## src/rtl/lag_pkg.sv

```systemverilog
package lag_pkg;

    typedef enum logic [1:0] {
        ST_IDLE  = 2'd0,
        ST_KCHAR = 2'd1,
        ST_ILAS  = 2'd2,
        ST_DATA  = 2'd3
    } lag_state_e;

    localparam logic [7:0] SYM_MF_BEGIN = 8'h1C;
    localparam logic [7:0] SYM_MF_END   = 8'h7C;
    localparam logic [7:0] SYM_CFG_MARK = 8'h9C;
    localparam logic [7:0] SYM_COMMA    = 8'hBC;

    localparam int CFG_OCTETS    = 14;
    localparam int CFG_FIRST_POS = 2;

endpackage

```

## src/rtl/lag_cfg_pack.sv

```systemverilog
module lag_cfg_pack
    import lag_pkg::*;
(
    input  logic [7:0] dev_id,
    input  logic [3:0] adj_steps,
    input  logic [3:0] bank_id,
    input  logic       adj_dir,
    input  logic       phase_req,
    input  logic [4:0] lane_id,
    input  logic       scr_on,
    input  logic [4:0] lanes,
    input  logic [7:0] octets_pf,
    input  logic [4:0] frames_pmf,
    input  logic [7:0] conv,
    input  logic [1:0] ctl_bits,
    input  logic [4:0] res,
    input  logic [2:0] subclass,
    input  logic [4:0] bits_ps,
    input  logic [2:0] version,
    input  logic [4:0] samples,
    input  logic       hidens,
    input  logic [4:0] ctl_words,
    output logic [CFG_OCTETS-1:0][7:0] cfg_oct
);

    localparam int BODY_N = CFG_OCTETS - 1;

    logic [BODY_N-1:0][7:0] body;
    logic [7:0]             csum;

    always_comb begin
        body[0]  = dev_id;
        body[1]  = {adj_steps, bank_id};
        body[2]  = {1'b0, adj_dir, phase_req, lane_id};
        body[3]  = {scr_on, 2'b00, lanes};
        body[4]  = octets_pf;
        body[5]  = {3'b000, frames_pmf};
        body[6]  = conv;
        body[7]  = {ctl_bits, 1'b0, res};
        body[8]  = {subclass, bits_ps};
        body[9]  = {version, samples};
        body[10] = {hidens, 2'b00, ctl_words};
        body[11] = 8'h00;
        body[12] = 8'h00;
    end

    always_comb begin
        csum = 8'h00;
        for (int i = 0; i < BODY_N; i++) begin
            csum = csum + body[i];
        end
    end

    assign cfg_oct = {csum, body};

endmodule

```

## src/rtl/lag_fill_ctr.sv

```systemverilog
module lag_fill_ctr #(
    parameter int W = 8
) (
    input  logic         clk,
    input  logic         rst_n,
    input  logic         run,
    output logic [W-1:0] value
);

    always_ff @(posedge clk or negedge rst_n) begin
        if (!rst_n) begin
            value <= '0;
        end else if (run) begin
            value <= value + W'(1);
        end else begin
            value <= '0;
        end
    end

endmodule

```

## src/rtl/lag_seq_fsm.sv

```systemverilog
module lag_seq_fsm
    import lag_pkg::*;
#(
    parameter int POS_W = 14,
    parameter int MF_W  = 8
) (
    input  logic             clk,
    input  logic             rst_n,
    input  logic             sync_n,
    input  logic             align_en,
    input  logic             loop_en,
    input  logic             relink,
    input  logic [POS_W-1:0] mf_len,
    input  logic [MF_W-1:0]  mf_last,
    output lag_state_e       state,
    output logic [POS_W-1:0] oct_idx,
    output logic [MF_W-1:0]  mf_idx,
    output logic             mf_end,
    output logic             done
);

    lag_state_e state_n;
    logic       sync_q;
    logic       release_seen;
    logic       final_mf;
    logic       stay_ilas;

    always_ff @(posedge clk or negedge rst_n) begin
        if (!rst_n) begin
            sync_q <= 1'b1;
        end else begin
            sync_q <= sync_n;
        end
    end

    assign release_seen = sync_n & ~sync_q;
    assign mf_end       = (oct_idx == (mf_len - POS_W'(1)));
    assign final_mf     = mf_end && (mf_idx == mf_last) && !loop_en;
    assign done         = (state == ST_ILAS) && final_mf;

    always_comb begin
        state_n = state;
        if (relink) begin
            state_n = ST_KCHAR;
        end else begin
            unique case (state)
                ST_IDLE, ST_KCHAR: begin
                    if (release_seen) begin
                        state_n = align_en ? ST_ILAS : ST_DATA;
                    end
                end
                ST_ILAS: begin
                    if (!sync_n) begin
                        state_n = ST_IDLE;
                    end else if (final_mf) begin
                        state_n = ST_DATA;
                    end
                end
                ST_DATA: begin
                    if (!sync_n) begin
                        state_n = ST_IDLE;
                    end
                end
            endcase
        end
    end

    always_ff @(posedge clk or negedge rst_n) begin
        if (!rst_n) begin
            state <= ST_IDLE;
        end else begin
            state <= state_n;
        end
    end

    assign stay_ilas = (state == ST_ILAS) && (state_n == ST_ILAS);

    always_ff @(posedge clk or negedge rst_n) begin
        if (!rst_n) begin
            oct_idx <= '0;
            mf_idx  <= '0;
        end else if (stay_ilas) begin
            if (mf_end) begin
                oct_idx <= '0;
                if (mf_idx != mf_last) begin
                    mf_idx <= mf_idx + MF_W'(1);
                end
            end else begin
                oct_idx <= oct_idx + POS_W'(1);
            end
        end else begin
            oct_idx <= '0;
            mf_idx  <= '0;
        end
    end

    AST_DONE_PULSE: assert property (@(posedge clk) disable iff (!rst_n)
        done |=> !done);

    AST_ABORT_IDLE: assert property (@(posedge clk) disable iff (!rst_n)
        ((state == ST_ILAS || state == ST_DATA) && !sync_n && !relink) |=> (state == ST_IDLE));

    AST_LOOP_HOLD: assert property (@(posedge clk) disable iff (!rst_n)
        (state == ST_ILAS && loop_en && sync_n && !relink) |=> (state == ST_ILAS));

    AST_MF_BOUND: assert property (@(posedge clk) disable iff (!rst_n)
        (state == ST_ILAS) |-> (mf_idx <= mf_last));

    AST_RELINK_COMMA: assert property (@(posedge clk) disable iff (!rst_n)
        relink |=> (state == ST_KCHAR));

endmodule

```

## src/rtl/lane_align_gen.sv

```systemverilog
module lane_align_gen
    import lag_pkg::*;
#(
    parameter int F_W    = 8,
    parameter int K_W    = 5,
    parameter int MF_W   = 8,
    parameter int DEF_MF = 4
) (
    input  logic            clk,
    input  logic            rst_n,
    input  logic            sync_req_n,
    input  logic            align_en,
    input  logic            loop_en,
    input  logic            relink,
    input  logic [MF_W-1:0] ext_mf,
    input  logic [7:0]      cfg_dev_id,
    input  logic [3:0]      cfg_adj_steps,
    input  logic [3:0]      cfg_bank_id,
    input  logic            cfg_adj_dir,
    input  logic            cfg_phase_req,
    input  logic [4:0]      cfg_lane_id,
    input  logic            cfg_scr_on,
    input  logic [4:0]      cfg_lanes,
    input  logic [F_W-1:0]  cfg_octets_pf,
    input  logic [K_W-1:0]  cfg_frames_pmf,
    input  logic [7:0]      cfg_conv,
    input  logic [1:0]      cfg_ctl_bits,
    input  logic [4:0]      cfg_res,
    input  logic [2:0]      cfg_subclass,
    input  logic [4:0]      cfg_bits_ps,
    input  logic [2:0]      cfg_version,
    input  logic [4:0]      cfg_samples,
    input  logic            cfg_hidens,
    input  logic [4:0]      cfg_ctl_words,
    input  logic [7:0]      user_octet,
    output logic [7:0]      tx_octet,
    output logic            tx_is_ctrl,
    output logic            ilas_done,
    output logic            user_valid
);

    localparam int POS_W = F_W + K_W + 1;
    localparam logic [MF_W-1:0] DEF_LAST = MF_W'(DEF_MF - 1);

    lag_state_e                  state;
    logic [POS_W-1:0]            oct_idx;
    logic [MF_W-1:0]             mf_idx;
    logic                        mf_end;
    logic                        done;
    logic [POS_W-1:0]            f_len;
    logic [POS_W-1:0]            k_len;
    logic [POS_W-1:0]            mf_len;
    logic [MF_W-1:0]             mf_last;
    logic [7:0]                  fill;
    logic [CFG_OCTETS-1:0][7:0]  cfg_oct;
    logic                        cfg_mf;
    logic                        cfg_zone;
    logic [7:0]                  cfg_byte;

    // Multiframe geometry and length mode
    assign f_len   = POS_W'(cfg_octets_pf) + POS_W'(1);
    assign k_len   = POS_W'(cfg_frames_pmf) + POS_W'(1);
    assign mf_len  = f_len * k_len;
    assign mf_last = ((cfg_subclass == 3'd0) && (ext_mf >= DEF_LAST)) ? ext_mf : DEF_LAST;

    lag_seq_fsm #(
        .POS_W (POS_W),
        .MF_W  (MF_W)
    ) u_fsm (
        .clk      (clk),
        .rst_n    (rst_n),
        .sync_n   (sync_req_n),
        .align_en (align_en),
        .loop_en  (loop_en),
        .relink   (relink),
        .mf_len   (mf_len),
        .mf_last  (mf_last),
        .state    (state),
        .oct_idx  (oct_idx),
        .mf_idx   (mf_idx),
        .mf_end   (mf_end),
        .done     (done)
    );

    lag_fill_ctr #(
        .W (8)
    ) u_fill (
        .clk   (clk),
        .rst_n (rst_n),
        .run   (state == ST_ILAS),
        .value (fill)
    );

    lag_cfg_pack u_pack (
        .dev_id     (cfg_dev_id),
        .adj_steps  (cfg_adj_steps),
        .bank_id    (cfg_bank_id),
        .adj_dir    (cfg_adj_dir),
        .phase_req  (cfg_phase_req),
        .lane_id    (cfg_lane_id),
        .scr_on     (cfg_scr_on),
        .lanes      (cfg_lanes),
        .octets_pf  (8'(cfg_octets_pf)),
        .frames_pmf (5'(cfg_frames_pmf)),
        .conv       (cfg_conv),
        .ctl_bits   (cfg_ctl_bits),
        .res        (cfg_res),
        .subclass   (cfg_subclass),
        .bits_ps    (cfg_bits_ps),
        .version    (cfg_version),
        .samples    (cfg_samples),
        .hidens     (cfg_hidens),
        .ctl_words  (cfg_ctl_words),
        .cfg_oct    (cfg_oct)
    );

    // Parameter block position inside the second multiframe
    assign cfg_mf   = (mf_idx == MF_W'(1)) && !loop_en;
    assign cfg_zone = cfg_mf && (oct_idx >= POS_W'(CFG_FIRST_POS))
                      && (oct_idx < POS_W'(CFG_FIRST_POS + CFG_OCTETS));

    always_comb begin
        cfg_byte = 8'h00;
        for (int i = 0; i < CFG_OCTETS; i++) begin
            if (oct_idx == POS_W'(CFG_FIRST_POS + i)) begin
                cfg_byte = cfg_oct[i];
            end
        end
    end

    // Output process
    always_comb begin
        tx_octet   = 8'h00;
        tx_is_ctrl = 1'b0;
        ilas_done  = 1'b0;
        user_valid = 1'b0;
        unique case (state)
            ST_IDLE: begin
                tx_octet   = 8'h00;
                tx_is_ctrl = 1'b0;
            end
            ST_KCHAR: begin
                tx_octet   = SYM_COMMA;
                tx_is_ctrl = 1'b1;
            end
            ST_ILAS: begin
                ilas_done = done;
                if (oct_idx == '0) begin
                    tx_octet   = SYM_MF_BEGIN;
                    tx_is_ctrl = 1'b1;
                end else if (mf_end) begin
                    tx_octet   = SYM_MF_END;
                    tx_is_ctrl = 1'b1;
                end else if (cfg_mf && (oct_idx == POS_W'(1))) begin
                    tx_octet   = SYM_CFG_MARK;
                    tx_is_ctrl = 1'b1;
                end else if (cfg_zone) begin
                    tx_octet   = cfg_byte;
                end else begin
                    tx_octet   = fill;
                end
            end
            ST_DATA: begin
                tx_octet   = user_octet;
                user_valid = 1'b1;
            end
        endcase
    end

    AST_START_SYM: assert property (@(posedge clk) disable iff (!rst_n)
        (state == ST_ILAS && oct_idx == '0) |-> (tx_is_ctrl && tx_octet == SYM_MF_BEGIN));

    AST_FILL_ORIGIN: assert property (@(posedge clk) disable iff (!rst_n)
        (state == ST_ILAS && mf_idx == '0 && oct_idx == '0) |-> (fill == 8'h00));

    AST_DATA_PLAIN: assert property (@(posedge clk) disable iff (!rst_n)
        user_valid |-> (!tx_is_ctrl && !ilas_done));

    AST_DONE_THEN_DATA: assert property (@(posedge clk) disable iff (!rst_n)
        (ilas_done && sync_req_n && !relink) |=> user_valid);

endmodule

```

## config.mk

```make
export PLATFORM = sky130hd
export DESIGN_NAME = lane_align_gen
export DESIGN_NICKNAME = d
export VERILOG_FILES = /design/src/rtl/lag_pkg.sv /design/src/rtl/lag_cfg_pack.sv /design/src/rtl/lag_fill_ctr.sv /design/src/rtl/lag_seq_fsm.sv /design/src/rtl/lane_align_gen.sv
export SDC_FILE = /design/constraint.sdc
export NUM_CORES = 1
export LEC_CHECK = 0
export ABC_AREA = 1
export BUFFER_PORTS_ARGS = -buffer_cell sky130_fd_sc_hd__buf_2
export CORE_UTILIZATION = 55
export CTS_CLUSTER_SIZE = 28
export DETAILED_ROUTE_END_ITERATION = 7
export PLACE_DENSITY = 0.77
export SETUP_SLACK_MARGIN = 0.5
export SYNTH_ARGS = -nofsm -noshare
export SYNTH_HDL_FRONTEND = slang
export SYNTH_SLANG_ARGS = --single-unit
export TNS_END_PERCENT = 5
```

## constraint.sdc

```tcl
create_clock -name clk -period 6.9 [get_ports clk]
set_input_delay 0.69 -clock clk [delete_from_list [all_inputs] [get_ports clk]]
set_output_delay 0.69 -clock clk [all_outputs]
set_load 0.02 [all_outputs]
```

==> results.json <==
{
  "status": "completed",
  "dp_hpwl_um": 17400,
  "p_total_mw": 2.74,
  "yosysTopAreaCell": "fa_1",
  "cts_tree": "yes",
  "place.port_buffers": 111,
  "end_kind": "primary output",
  "cts_sinks": 33,
  "rsz0062_at_grt": "yes",
  "ant_nets": 0,
  "clk_latency_ns": 0.28,
  "critPathKind": "input port to primary output",
  "htreeDepth": 2,
  "syn_area_um2": 7500,
  "via_per_inst": 5.36,
  "postCtsHoldBufs": 0,
  "synth_area_leaders": "fa_1 22%, nand2_1 15%, dfrtp_1 11%, inv_1 10%, ha_1 9.7%",
  "antenna_found_initial": 0,
  "layout.cells.non_filler": 1415,
  "timing.final.ws_setup_ns": 0.420,
  "worst_path_largest_cell_delay_ns": 0.51,
  "placedCellCount": 1387,
  "vias": 7587,
  "crit_path_frequent_cell": "nand2_1",
  "whs_ns": 0.481,
  "die_w_um": 119,
  "grt_max_degree": 34,
  "rr_worst_depth": 16,
  "ir_drop_uv": 174,
  "routedWlPerCell_um": 15.0,
  "synth_top_area_frac": 0.216,
  "crit_path_start_kind": "input port",
  "maxCapViolCount": 0,
  "period_share": 0.939,
  "grt.total_usage": 0.310,
  "critPathSlowestCell": "fa_1",
  "io_pins": 112,
  "hold_viol_final": 0,
  "finalSetupViolCount": 0,
  "fin_nets": 1478,
  "power_density_nw_per_um2": 308,
  "core-area_um2": 13300,
  "yosysWarningCount": 0,
  "die_h_um": 119,
  "wirelength_um": 21200,
  "worst-slew-pin-transition_ns": 0.759,
  "leakage_nw": 4.64,
  "cp.arrival_ns": 5.79,
  "root_buffer": "clkbuf_16",
  "synth_flop_cell": "dfrtp_1",
  "diodes": 0,
  "synth.avg_cell_area_um2": 6.79,
  "mappedNetlistNets": 1344,
  "cp.required_ns": 6.21,
  "timing.rr.end": "u_fsm.oct_idx[3]",
  "synth_edf_count": 0,
  "initial_core_util": 0.564,
  "fmax_ghz": 0.154,
  "worstSetupStartpoint": "cfg_octets_pf[0]",
  "die_area_um2": 14100,
  "setup_tns_ns": 0,
  "clock_path_buffers": 2,
  "drc_errors": 0,
  "area_delta_synth_final_pct": 18.5,
  "finalClockSkew_ns": 0.00543,
  "numCtsBuffers": 5,
  "dp_slack_ns": -0.0182,
  "first_pass_iters": 6,
  "hold_class": "input port to asynchronous set/reset pin",
  "ff2ff_setup_slack_ns": 4.18,
  "async_flop_share": 1.00,
  "slew_headroom": 0.486,
  "r2r-start": "u_fsm.oct_idx[8]",
  "path_clk_slew_ns": 0.06,
  "maxSlewViolCount": 0,
  "gp_routability_congestion": 0.975,
  "first_iter_violations": 622,
  "yosysUniqueCellTypes": 53,
  "rows": 42,
  "final_core_util": 0.668,
  "overflow": 0,
  "layout_min_cycle_time_ns": 6.48,
  "ys_ff_latch": 33,
  "synthesis.instances": 1104,
  "grt_pass1_wl_um": 34900,
  "dpl-instance-area_um2": 8260,
  "final_area_um2": 8890,
  "cp-endpoint": "tx_octet[3]",
  "cp_max_fo": 5,
  "seq_area_frac_synth": 0.110,
  "drive_above_1_share": 0.196,
  "grt_pass1_vias": 7266
}
## synthesized netlist by cell type, types with 6 or more instances
cell,number
nand2_1,307
inv_1,206
nor2_1,94
fa_1,81
nand3_1,59
ha_1,58
o21ai_0,49
dfrtp_1,32
a21oi_1,31
xor2_1,30
nor2_2,26
nor3_1,23
xnor2_1,21
nand4_1,17
clkbuf_1,6
## placed cells by master, fill, tap and decap left out, drive strengths merged, types with 4 or more instances in the layout
cell / n
a21oi: 33
buf: 137
clkbuf: 7
dfrtp: 32
fa: 81
ha: 58
inv: 209
nand2: 313
nand3: 62
nand4: 19
nor2: 121
nor3: 26
o211ai: 4
o21ai: 51
o21bai: 4
or2: 6
xnor2: 21
xor2: 30
## flip-flops by register name (all words and copies together) (netlist names)
register	flops
u_fsm.oct_idx	14
u_fill.value	8
u_fsm.sync_q	1
u_fsm.state	2
u_fsm.mf_idx	8
## kinds of logic after synthesis
group / Yosys count / share of synthesized area
buffers and inverters: 222 / 0.115
and+or+nand+nor: 554 / 0.322
AOI/OAI and AO/OA: 105 / 0.0802
xor gates and xnor gates: 51 / 0.0595
adders and majority gates: 139 / 0.313
DFF: 33 / 0.110
## how the worst min path moves through the flow
stage / to / slack [ns] / cells after the start
detailed placement: u_fill.value[0] / 0.50 / 1
CTS: u_fill.value[3] / 0.50 / 1
floorplan: u_fill.value[0] / 0.39 / 0
global placement: u_fill.value[0] / 0.49 / 1
global route: u_fill.value[0] / 0.54 / 1
finish: u_fill.value[3] / 0.48 / 1
## critical path: cells and delay by family
family	cells	cell delay, ns
buffers and inverters	6	0.46
AO/OA/AOI/OAI	1	0.15
AND/OR/NAND/NOR	21	2.15
adder cells (fa/ha/maj)	5	2.32
## where the power goes
group          total (mW)  internal, mW  switching, mW
registers           0.205         0.198        0.00740
clock network       0.264         0.180         0.0837
logic                2.27         0.968           1.30
total                2.74          1.35           1.39
## what timing repair did
action | in CTS | in global routing
pin swaps | 18 | 27
buffers inserted | 15 | 4
gates resized for setup | 39 | 41
gates cloned | 0 | 1
endpoints found under the setup margin | 10 | 32
## metal layers
metal,vias to the layer above,wire length [µm],GRT usage,share of wire
li1,3685,-,-,-
met1,3523,8890,0.416,0.42
met2,330,10100,0.523,0.48
met3,49,1510,0.0391,0.071
met4,0,641,0.0934,0.030
met5,-,0,0,0
## area by class of cell
class	count	area [µm²]
clock buffers	7	143
flip-flops and latches	33	827
fillers	1147	4410
repair buffers	137	802
multi-input cells	850	6070
inverters	211	800
clock inverters	1	30.0
well taps	176	220
Power figures use the tool's default switching activity.
